==> config.mk <==
export PLATFORM = sky130hd
export DESIGN_NAME = serial_phase_picker
export DESIGN_NICKNAME = d
export VERILOG_FILES = /design/src/rtl/sp_pkg.sv /design/src/rtl/sp_framer.sv /design/src/rtl/sp_scorer.sv /design/src/rtl/sp_lock.sv /design/src/rtl/serial_phase_picker.sv
export SDC_FILE = /design/constraint.sdc
export NUM_CORES = 1
export LEC_CHECK = 0
export ABC_AREA = 1
export BUFFER_PORTS_ARGS = -buffer_cell sky130_fd_sc_hd__buf_2
export CAP_MARGIN = 10
export CORE_MARGIN = 1.5
export CORE_UTILIZATION = 30
export DETAILED_ROUTE_END_ITERATION = 16
export PLACE_DENSITY_LB_ADDON = 0.08
export SLEW_MARGIN = 0
export SYNTH_ARGS = -nofsm -noshare
export SYNTH_HDL_FRONTEND = slang
export SYNTH_SLANG_ARGS = --single-unit
==> constraint.sdc <==
create_clock -name clk -period 4.25 [get_ports clk]
set_clock_uncertainty 0.2 [all_clocks]
set_input_delay 0.6375 -clock clk [delete_from_list [all_inputs] [get_ports clk]]
set_output_delay 0.6375 -clock clk [all_outputs]
set_load 0.005 [all_outputs]
==> src/rtl/sp_pkg.sv <==
package sp_pkg;
  localparam int WORD_BITS = 10;
  localparam int NUM_PH    = 3;
  localparam int SEL_W     = $clog2(NUM_PH);

  typedef logic [WORD_BITS-1:0] word_t;
  typedef logic [SEL_W-1:0]     sel_t;

  localparam word_t CTRL_K0 = 10'b1101010100;
  localparam word_t CTRL_K1 = 10'b0010101011;
  localparam word_t CTRL_K2 = 10'b0101010100;
  localparam word_t CTRL_K3 = 10'b1010101011;

  function automatic logic is_ctrl(input word_t w);
    return (w == CTRL_K0) || (w == CTRL_K1) || (w == CTRL_K2) || (w == CTRL_K3);
  endfunction
endpackage

==> src/rtl/sp_framer.sv <==
module sp_framer #(
  parameter int WBITS = 10
) (
  input  logic clk,
  input  logic rst_n,
  input  logic slip_i,
  output logic strobe_o
);
  localparam int CW = $clog2(WBITS);
  localparam logic [CW-1:0] LAST = CW'(WBITS - 1);

  logic [CW-1:0] cnt_q, cnt_d;
  logic          hold_q, hold_d;

  always_comb begin
    strobe_o = (cnt_q == LAST) && !hold_q;
    hold_d   = slip_i;
    if (hold_q)
      cnt_d = cnt_q;
    else if (cnt_q == LAST)
      cnt_d = '0;
    else
      cnt_d = cnt_q + 1'b1;
  end

  always_ff @(posedge clk or negedge rst_n) begin
    if (!rst_n) begin
      cnt_q  <= '0;
      hold_q <= 1'b0;
    end else begin
      cnt_q  <= cnt_d;
      hold_q <= hold_d;
    end
  end

  AST_CNT_RANGE: assert property (@(posedge clk) disable iff (!rst_n)
    cnt_q < CW'(WBITS));
  AST_STROBE_SPACING: assert property (@(posedge clk) disable iff (!rst_n)
    strobe_o |=> !strobe_o);
  AST_SLIP_ON_BOUNDARY: assert property (@(posedge clk) disable iff (!rst_n)
    slip_i |-> strobe_o);
  AST_HOLD_AFTER_SLIP: assert property (@(posedge clk) disable iff (!rst_n)
    slip_i |=> (hold_q && cnt_q == '0));
endmodule

==> src/rtl/sp_scorer.sv <==
module sp_scorer #(
  parameter int NPH        = 3,
  parameter int SELW       = 2,
  parameter int EVAL_WORDS = 8
) (
  input  logic            clk,
  input  logic            rst_n,
  input  logic            blank_word_i,
  input  logic [NPH-1:0]  hit_i,
  output logic [SELW-1:0] sel_o
);
  localparam int HW = $clog2(EVAL_WORDS + 1);
  localparam int EW = $clog2(EVAL_WORDS);
  localparam logic [EW-1:0] EVAL_LAST = EW'(EVAL_WORDS - 1);

  logic [HW-1:0]   hits_q [NPH];
  logic [HW-1:0]   hits_d [NPH];
  logic [EW-1:0]   eval_q, eval_d;
  logic [SELW-1:0] sel_q, sel_d;
  logic [HW-1:0]   best_cnt;
  logic [SELW-1:0] best_idx;

  always_comb begin
    eval_d   = eval_q;
    sel_d    = sel_q;
    best_cnt = '0;
    best_idx = sel_q;
    for (int p = 0; p < NPH; p++) hits_d[p] = hits_q[p];
    if (blank_word_i) begin
      for (int p = 0; p < NPH; p++)
        hits_d[p] = hits_q[p] + {{(HW-1){1'b0}}, hit_i[p]};
      if (eval_q == EVAL_LAST) begin
        for (int p = 0; p < NPH; p++) begin
          if (hits_d[p] > best_cnt) begin
            best_cnt = hits_d[p];
            best_idx = SELW'(p);
          end
        end
        sel_d  = best_idx;
        eval_d = '0;
        for (int p = 0; p < NPH; p++) hits_d[p] = '0;
      end else begin
        eval_d = eval_q + 1'b1;
      end
    end
  end

  always_ff @(posedge clk or negedge rst_n) begin
    if (!rst_n) begin
      eval_q <= '0;
      sel_q  <= '0;
      for (int p = 0; p < NPH; p++) hits_q[p] <= '0;
    end else begin
      eval_q <= eval_d;
      sel_q  <= sel_d;
      for (int p = 0; p < NPH; p++) hits_q[p] <= hits_d[p];
    end
  end

  assign sel_o = sel_q;

  AST_SEL_RANGE: assert property (@(posedge clk) disable iff (!rst_n)
    sel_q < SELW'(NPH));
  AST_SEL_FROZEN: assert property (@(posedge clk) disable iff (!rst_n)
    !blank_word_i |=> $stable(sel_q));

  for (genvar g = 0; g < NPH; g++) begin : g_hit_bound
    AST_HITS_BOUND: assert property (@(posedge clk) disable iff (!rst_n)
      hits_q[g] <= HW'(eval_q));
  end
endmodule

==> src/rtl/sp_lock.sv <==
module sp_lock #(
  parameter int MISS_LIMIT = 16,
  parameter int LOCK_RUN   = 8
) (
  input  logic clk,
  input  logic rst_n,
  input  logic blank_word_i,
  input  logic any_hit_i,
  output logic slip_o,
  output logic lock_o
);
  localparam int MW = $clog2(MISS_LIMIT);
  localparam int RW = $clog2(LOCK_RUN + 1);
  localparam logic [MW-1:0] MISS_LAST = MW'(MISS_LIMIT - 1);
  localparam logic [RW-1:0] RUN_FULL  = RW'(LOCK_RUN);

  logic [MW-1:0] miss_q, miss_d;
  logic [RW-1:0] run_q, run_d;
  logic          lock_q, lock_d;

  always_comb begin
    miss_d = miss_q;
    run_d  = run_q;
    lock_d = lock_q;
    slip_o = 1'b0;
    if (blank_word_i) begin
      if (any_hit_i) begin
        miss_d = '0;
        if (run_q != RUN_FULL) run_d = run_q + 1'b1;
        if (run_d == RUN_FULL) lock_d = 1'b1;
      end else begin
        run_d = '0;
        if (miss_q == MISS_LAST) begin
          slip_o = 1'b1;
          miss_d = '0;
          lock_d = 1'b0;
        end else begin
          miss_d = miss_q + 1'b1;
        end
      end
    end
  end

  always_ff @(posedge clk or negedge rst_n) begin
    if (!rst_n) begin
      miss_q <= '0;
      run_q  <= '0;
      lock_q <= 1'b0;
    end else begin
      miss_q <= miss_d;
      run_q  <= run_d;
      lock_q <= lock_d;
    end
  end

  assign lock_o = lock_q;

  AST_SLIP_UNLOCKS: assert property (@(posedge clk) disable iff (!rst_n)
    slip_o |=> !lock_q);
  AST_LOCK_NEEDS_HIT: assert property (@(posedge clk) disable iff (!rst_n)
    $rose(lock_q) |-> $past(blank_word_i && any_hit_i));
  AST_MISS_BOUND: assert property (@(posedge clk) disable iff (!rst_n)
    miss_q <= MISS_LAST);
endmodule

==> src/rtl/serial_phase_picker.sv <==
module serial_phase_picker #(
  parameter int EVAL_WORDS = 8,
  parameter int MISS_LIMIT = 16,
  parameter int LOCK_RUN   = 8
) (
  input  logic        clk,
  input  logic        rst_n,
  input  logic [2:0]  samp_i,
  input  logic        de_i,
  output logic [9:0]  word_o,
  output logic        word_vld_o,
  output logic        lock_o
);
  import sp_pkg::*;

  localparam int HIST = WORD_BITS - 1;

  logic [HIST-1:0]   hist_q [NUM_PH];
  word_t             win    [NUM_PH];
  logic [NUM_PH-1:0] hit;
  logic              strobe, blank_word, slip;
  sel_t              sel;
  word_t             word_sel, word_q, word_d;
  logic              vld_q;

  for (genvar g = 0; g < NUM_PH; g++) begin : g_phase
    assign win[g] = {hist_q[g], samp_i[g]};
    assign hit[g] = is_ctrl(win[g]);

    always_ff @(posedge clk or negedge rst_n) begin
      if (!rst_n) hist_q[g] <= '0;
      else        hist_q[g] <= win[g][HIST-1:0];
    end
  end

  assign blank_word = strobe && !de_i;

  always_comb begin
    word_sel = '0;
    for (int p = 0; p < NUM_PH; p++)
      if (sel == SEL_W'(p)) word_sel = win[p];
    word_d = strobe ? word_sel : word_q;
  end

  always_ff @(posedge clk or negedge rst_n) begin
    if (!rst_n) begin
      word_q <= '0;
      vld_q  <= 1'b0;
    end else begin
      word_q <= word_d;
      vld_q  <= strobe;
    end
  end

  sp_framer #(.WBITS(WORD_BITS)) u_framer (
    .clk      (clk),
    .rst_n    (rst_n),
    .slip_i   (slip),
    .strobe_o (strobe)
  );

  sp_scorer #(.NPH(NUM_PH), .SELW(SEL_W), .EVAL_WORDS(EVAL_WORDS)) u_scorer (
    .clk          (clk),
    .rst_n        (rst_n),
    .blank_word_i (blank_word),
    .hit_i        (hit),
    .sel_o        (sel)
  );

  sp_lock #(.MISS_LIMIT(MISS_LIMIT), .LOCK_RUN(LOCK_RUN)) u_lock (
    .clk          (clk),
    .rst_n        (rst_n),
    .blank_word_i (blank_word),
    .any_hit_i    (|hit),
    .slip_o       (slip),
    .lock_o       (lock_o)
  );

  assign word_o     = word_q;
  assign word_vld_o = vld_q;

  AST_WORD_HOLDS: assert property (@(posedge clk) disable iff (!rst_n)
    !strobe |=> $stable(word_o));
  AST_SLIP_EMITS: assert property (@(posedge clk) disable iff (!rst_n)
    slip |=> word_vld_o);
endmodule

# Yosys cells after proc, flatten, opt, wreduce, memory -nomap -nowiden
# Cells that the tools add are included.
[word_totals] wordCells=91 register_bits=69 in_bits=6
[classes] reduce_logical=19 n_eq_ne=20 muxes=27 addsub=7 magnitude_cmp=3
[op_table] op="10-bit equality test, second input constant" count=6
[op_table] op="4-bit 2-to-1 mux" count=13
[op_table] op="10-bit by 8-bit equality test with 1-bit output, second input constant" count=3
[op_table] op="10-bit by 9-bit equality test with 1-bit output, second input constant" count=3
[op_table] op="10-bit 2-to-1 mux" count=3
[op_table] op="4-bit by 1-bit adder with 4-bit output" count=3
[op_table] op="4-bit by 1-bit adder with 4-bit output, second input constant" count=3
[op_table] op="4-bit equality test, second input constant" count=3
[op_table] op="12-bit 2-to-1 mux" count=1
[op_table] op="1-bit logical OR" count=9
[op_table] op="4-bit > comparator" count=2
[op_table] op="1-bit 2-to-1 mux" count=6
[op_table] op="2-bit 2-to-1 mux" count=3
[op_table] op="3-bit AND reduction" count=2
[op_table] op="4-bit by 1-bit > comparator with 1-bit output, second input constant" count=1
[op_table] op="4-bit inequality test, second input constant" count=1
[op_table] op="3-bit by 1-bit adder with 3-bit output, second input constant" count=1
[op_table] op="3-bit equality test, second input constant" count=1
[op_table] op="3-bit 2-to-1 mux" count=1
[op_table] op="3-bit nonzero test" count=1
[op_table] op="3-bit OR reduction" count=1
[op_table] op="2-bit by 1-bit equality test with 1-bit output, second input constant" count=1
[op_table] op="2-bit equality test, second input constant" count=1
[op_table] op="1-bit logical AND" count=2
[op_table] op="4 further kinds" count=5

# Logic depth before layout (Yosys ltp)
[logic_depth] ltp_word=16 mapped_depth=27 depth_no_buf=27

# Modules after synthesis
# Synthesis repeated with hierarchy kept, for this count alone.
[unflattened] hier_cells=384 hier_area_um2=3313.2
[by_module_without_submodules] mod="serial_phase_picker" area_each_um2=1480.2 instances=1 cells_per_inst=163 seq_area_each_um2=950.9
[by_module_without_submodules] mod="sp_scorer" area_each_um2=1108.6 instances=1 cells_per_inst=133 seq_area_each_um2=425.4
[by_module_without_submodules] mod="sp_lock" area_each_um2=508.0 instances=1 cells_per_inst=64 seq_area_each_um2=225.2
[by_module_without_submodules] mod="sp_framer" area_each_um2=216.5 instances=1 cells_per_inst=24 seq_area_each_um2=125.1

# Worst setup path after synthesis
# Ideal clock, no wire load.
[synth_path] kind="input to register" from="in samp_i[1]" to="reg u_scorer.sel_q[0], in the netlist u_scorer.sel_o[0]" setup_slack_ns=0.863 cell_stages=25 arrival_ns=3.070 n_path_buf=0 required_ns=3.933 setup_ns=0.117 path_cell_list="inv_1 -> nand2_1 -> nor2_1 -> nand3_1 -> nand2_1 -> ha_1 -> ha_1 -> xnor2_1 -> inv_1 -> ha_1 -> nand2_1 -> inv_1 -> o21ai_0 -> nand2_1 -> nand2_1 -> o21ai_0 -> ha_1 -> inv_1 -> nor2_1 -> o21ai_0 -> nand2_1 -> nand2_1 -> nand3_1 -> nand3_1 -> nand2_1"
[synth_via] elab_chain_len=12 elab_cells_between_ends=17 classes_between="1 x add/sub; 2 x order compare; 4 x eq/ne; 5 x mux; 5 x reduce/logical"
[synth_lines] element="start: declaration" line_no="serial_phase_picker.sv:8" source="input logic [2:0] samp_i,"
[synth_lines] element="10-bit equality test / 10-bit by 8-bit equality test with 1-bit output (equally long branches)" line_no="sp_pkg.sv:15" source="return (w == CTRL_K0) || (w == CTRL_K1) || (w == CTRL_K2) || (w == CTRL_K3);"
[synth_lines] element="1-bit logical OR (2 in a row)" line_no="sp_pkg.sv:15"
[synth_lines] element="1-bit logical OR *" line_no="sp_pkg.sv:15"
[synth_lines] element="4-bit by 1-bit adder with 4-bit output *" line_no="sp_scorer.sv:31" source="hits_d[p] = hits_q[p] + {{(HW-1){1'b0}}, hit_i[p]};"
[synth_lines] element="4-bit > comparator" line_no="sp_scorer.sv:34" source="if (hits_d[p] > best_cnt) begin"
[synth_lines] element="4-bit 2-to-1 mux" line_no="sp_scorer.sv:34"
[synth_lines] element="4-bit 2-to-1 mux" line_no="sp_scorer.sv:32" source="if (eval_q == EVAL_LAST) begin"
[synth_lines] element="4-bit 2-to-1 mux" line_no="sp_scorer.sv:29" source="if (blank_word_i) begin"
[synth_lines] element="4-bit > comparator" line_no="sp_scorer.sv:34"
[synth_lines] element="3-bit nonzero test (no source line)"
[synth_lines] element="3-bit AND reduction (no source line)"
[synth_lines] element="end signal: assignment" line_no="sp_scorer.sv:55" source="sel_q <= sel_d;"
[synth_lines] element="end: declaration" line_no="sp_scorer.sv:19" source="logic [SELW-1:0] sel_q, sel_d;"
# Every way passes the cells marked *; elsewhere a longest branch is shown, timed or not. The select of a mux whose other input is x is not followed.
# A chain may end at the register's enable or synchronous reset.

# Worst setup path after layout
[layout_path] from="reg hist_q[19] (netlist name)" to="reg u_scorer.sel_q[1], in the netlist u_scorer.sel_o[1]"
[layout_via] elab_chain_len=16 elab_cells_between_ends=21 classes_between="1 x add/sub; 3 x order compare; 4 x eq/ne; 8 x mux; 5 x reduce/logical"
[layout_lines] element="start: declaration" line_no="serial_phase_picker.sv:18" source="logic [HIST-1:0] hist_q [NUM_PH];"
[layout_lines] element="start signal: indexed assignment" line_no="serial_phase_picker.sv:32" source="else hist_q[g] <= win[g][HIST-1:0];"
[layout_lines] element="10-bit equality test / 10-bit by 8-bit equality test with 1-bit output (equally long branches)" line_no="sp_pkg.sv:15"
[layout_lines] element="1-bit logical OR (2 in a row)" line_no="sp_pkg.sv:15"
[layout_lines] element="1-bit logical OR *" line_no="sp_pkg.sv:15"
[layout_lines] element="4-bit by 1-bit adder with 4-bit output *" line_no="sp_scorer.sv:31"
[layout_lines] element="4-bit by 1-bit > comparator with 1-bit output" line_no="sp_scorer.sv:34"
[layout_lines] element="4-bit 2-to-1 mux" line_no="sp_scorer.sv:34"
[layout_lines] element="4-bit 2-to-1 mux" line_no="sp_scorer.sv:32"
[layout_lines] element="4-bit 2-to-1 mux" line_no="sp_scorer.sv:29"
[layout_lines] element="4-bit > comparator" line_no="sp_scorer.sv:34"
[layout_lines] element="4-bit 2-to-1 mux" line_no="sp_scorer.sv:34"
[layout_lines] element="4-bit 2-to-1 mux" line_no="sp_scorer.sv:32"
[layout_lines] element="4-bit 2-to-1 mux" line_no="sp_scorer.sv:29"
[layout_lines] element="4-bit > comparator" line_no="sp_scorer.sv:34"
[layout_lines] element="3-bit nonzero test (no source line)"
[layout_lines] element="3-bit AND reduction (no source line)"
# Marks and branches as above.

==> run metrics <==
outcome finished, final reports clean; Post-synth top flop sky130_fd_sc_hd__dfrtp_1; type of the worst setup path reg -> reg; cell-by-cell trace of the critical path nor4b_1 > nand4_1 > nand2_1 > ha_1 > ha_1 > inv_1 > ha_1 > inv_1 > nor2_1 > o21ai_0 > nand2_1 > nand2_1 > nand2_1 > o21ai_0 > ha_1 > inv_1 > nor2_1 > o21ai_0 > nand2_1 > nand2_1 > nand3_1 > nand2_1 > nand2_1 > nand2_1; antenna-violating nets left 0; remaining max-slew budget at the tightest pin 61.7%; R2R Path End u_scorer.sel_o[1]; worst-skew pair later-pin latency 0.35 ns; Crit Path Max Fanout 10; number of buffers inserted by hold repair at cts 0; origin of the critical flop-to-flop path hist_q[19]; net total in the final layout 422; worst-margin pin slew 0.573 ns; TritonCTS Buffers 9; Crit path depth 24; horizontal die dimension 108 um; height of the die 108 um; first-pass GRT wire length 12,600 um; vias in the first global route 2,433; cell area after layout 3790 sq um; Top-Level Pins 18; number of iterations in the first detailed-routing pass 6; Final TNS setup 0 ns; HPWL after detailed placement 5440 um; ratio of cells with drive above 1 in the final layout 11.5%; Total Power Consumption 1.92 mW; area delta synth->final 14.5%; number of cell rows 38; Final GP Congestion 0.756; most frequent cell after synthesis sky130_fd_sc_hd__nand2_1; starting utilization of the core area 30.7%; DRC viols 0; cell leakage power 1.89 nW; Hold Crit Class in -> async; final worst path period share 88.8%; number of gates resized after cts 0; worst slack at placement 0.304 ns; final routed wire length divided by cell count 13.9 um; buffer and inverter count on the worst path 3; unrepaired setup endpoints after global routing false; total of max-cap violations 0; synthesis-stage register bit count 69; aggregate global routing overflow 0; proportion of netlist area held by the largest area contributor 52.2%; CTS tree yes; post-synthesis instance total 371; fillcell total 1,124; maximum clock frequency 0.265 GHz; pwr dens 506 nW/um^2; type of destination of the critical path flop; level count of the clock H-tree 3; IO Port Bufs 17; Sequential cell area 1730 sq um; proportion of synthesized flip-flops having asynchronous set or reset 100%; Commonest cells post-synth 97 x sky130_fd_sc_hd__nand2_1, 69 x sky130_fd_sc_hd__dfrtp_1, 38 x sky130_fd_sc_hd__inv_1, 38 x sky130_fd_sc_hd__nor2_1, 26 x sky130_fd_sc_hd__nand3_1; number of enable-type register cells in the synthesized netlist 0; slowest stage cell on the critical path sky130_fd_sc_hd__dfrtp_1; area post-placement 3550 sq um; final-report setup violation count 0; cell chosen for the clock root sky130_fd_sc_hd__clkbuf_8; post-synthesis net count 396; Hold Violations, Final 0; total track usage 14.4%; summed instance area of the synthesized netlist 3310 sq um; warning count from the yosys run 0; area leader, netlist sky130_fd_sc_hd__dfrtp_1; cells taking the most area after synthesis sky130_fd_sc_hd__dfrtp_1 52%, sky130_fd_sc_hd__nand2_1 11%, sky130_fd_sc_hd__ha_1 7.2%; final worst path period need 3.77 ns; Top delay family on crit path simple AND/OR/NAND/NOR gates; Clk pin slew, worst setup/hold paths 0.08 ns; sequential area share after synthesis 52.2%; antenna violations before repair 0; overall die area 11,700 sq um; via-per-instance ratio 4.52; largest buffer count on any clock path 2; longest individual stage delay on the worst path 0.43 ns; Placeable Area 10,800 sq um; n_diodes 0; Avg Cell Area, Syn 8.92 sq um; CP startpoint hist_q[19]; total vias in the final route 2,443; element type at the critical path start flop; length in cells of the worst reg-to-reg path 24; synth unique cells 33; Post-CTS Setup Repair Bufs 0; final max-slew violation count 0; Peak supply drop 0.000169 V; cell seen most often among critical-path stages sky130_fd_sc_hd__nand2_1; routed wire length 7500 um; fin worst setup slack 0.476 ns; data arrival time of the critical path 3.86 ns; worst reg-to-reg setup slack 0.48 ns; first-iteration detailed-routing DRC count 120; worst setup path end u_scorer.sel_o[1]; clock sinks 69; largest net degree at the start of global routing 29; worst path required time 4.33 ns; final core utilization 35.1%; footprint of the multi-input gates 1390 sq um
==> how the worst min path moves through the flow <==
stage                           from  cells after the start    endpoint  slack (ns)
after global routing           rst_n                      1  hist_q[25]        0.05
after global placement    hist_q[14]                      0  hist_q[15]        0.19
after CTS                      rst_n                      1  hist_q[25]        0.02
after detailed placement   hist_q[9]                      0  hist_q[10]        0.18
after floorplan                rst_n                      0   hist_q[0]        0.14
final                          rst_n                      1  hist_q[23]        0.03
==> cell usage in the layout, fill, tap and decap left out, drive strengths merged, types with 2 or more instances in the layout <==
cell type / Yosys / final
a21oi: 6 / 6
a41oi: 8 / 8
buf: 4 / 20
bufinv: 0 / 3
clkbuf: 1 / 9
clkinv: 2 / 5
dfrtp: 69 / 69
ha: 19 / 19
inv: 40 / 40
nand2: 98 / 98
nand3: 27 / 27
nand3b: 2 / 2
nand4: 5 / 5
nor2: 42 / 42
o21ai: 30 / 30
or2: 2 / 2
xnor2: 4 / 4
xor2: 5 / 5
==> final cells by class <==
cell class                      instances  share of cell area, %
Timing Repair Buffer                   20                   2.84
Sequential cell                        69                   45.6
Clock inverter                          6                   2.97
Inverter                               42                   4.16
Multi-Input combinational cell        255                   36.6
Tap cell                              140                   4.62
Clock buffer                            9                   3.27
==> worst register-to-register path, cell delays in order (launching register included) <==
cell,delay [ns]
sky130_fd_sc_hd__dfrtp_1,0.43
sky130_fd_sc_hd__nor4b_1,0.31
sky130_fd_sc_hd__nand4_1,0.12
sky130_fd_sc_hd__nand2_1,0.11
sky130_fd_sc_hd__ha_1,0.22
sky130_fd_sc_hd__ha_1,0.25
sky130_fd_sc_hd__inv_1,0.13
sky130_fd_sc_hd__ha_1,0.27
sky130_fd_sc_hd__inv_1,0.06
sky130_fd_sc_hd__nor2_1,0.03
sky130_fd_sc_hd__o21ai_0,0.13
sky130_fd_sc_hd__nand2_1,0.07
sky130_fd_sc_hd__nand2_1,0.22
sky130_fd_sc_hd__nand2_1,0.09
sky130_fd_sc_hd__o21ai_0,0.11
sky130_fd_sc_hd__ha_1,0.28
sky130_fd_sc_hd__inv_1,0.06
sky130_fd_sc_hd__nor2_1,0.03
sky130_fd_sc_hd__o21ai_0,0.13
sky130_fd_sc_hd__nand2_1,0.08
sky130_fd_sc_hd__nand2_1,0.07
sky130_fd_sc_hd__nand3_1,0.10
sky130_fd_sc_hd__nand2_1,0.10
sky130_fd_sc_hd__nand2_1,0.05
sky130_fd_sc_hd__nand2_1,0.06
==> report_power, final <==
part | leakage, nW | internal, mW | switching (mW) | total [mW]
clock | 0.119 | 0.388 | 0.264 | 0.652
sequential | 0.854 | 0.742 | 0.0518 | 0.794
combinational | 0.917 | 0.165 | 0.305 | 0.470
total | 1.89 | 1.30 | 0.621 | 1.92
==> metal layers <==
| layer | share of wire, % | up-vias | GRT usage [%] |
|---|---|---|---|
| li1 | - | 1261 | - |
| met1 | 50 | 1148 | 19.7 |
| met2 | 46 | 23 | 22.4 |
| met3 | 2.6 | 11 | 2.65 |
| met4 | 1.6 | 0 | 5.83 |
| met5 | 0 | - | 0 |
==> kinds of logic after synthesis <==
family	count (synthesis)	share of synthesized area [%]
AO/OA/AOI/OAI	48	8.51
XOR/XNOR	9	2.61
adder cells (fa/ha/maj)	19	7.19
buffers and inverters	47	5.94
flip-flops	69	52.2
AND/OR/NAND/NOR	179	23.6
==> flip-flops by register name (all words and copies together) (netlist names) <==
name and cells:
u_framer.hold_q 1, u_scorer.eval_q 3, word_o 10, u_lock.lock_o 1, word_vld_o 1, u_lock.miss_q 4
hist_q 27, u_lock.run_q 4, u_scorer.sel_o 2, u_scorer.hits_q 12, u_framer.cnt_q 4
==> metrics by stage <==
step | hold WS (ns) | std cells
global route | 0.0471 | 541
CTS | 0.0237 | 541
finish | 0.0279 | 541
floorplan | 0.142 | 371
global placement | 0.193 | 526
detailed placement | 0.185 | 526
Power figures use the tool's default switching activity.
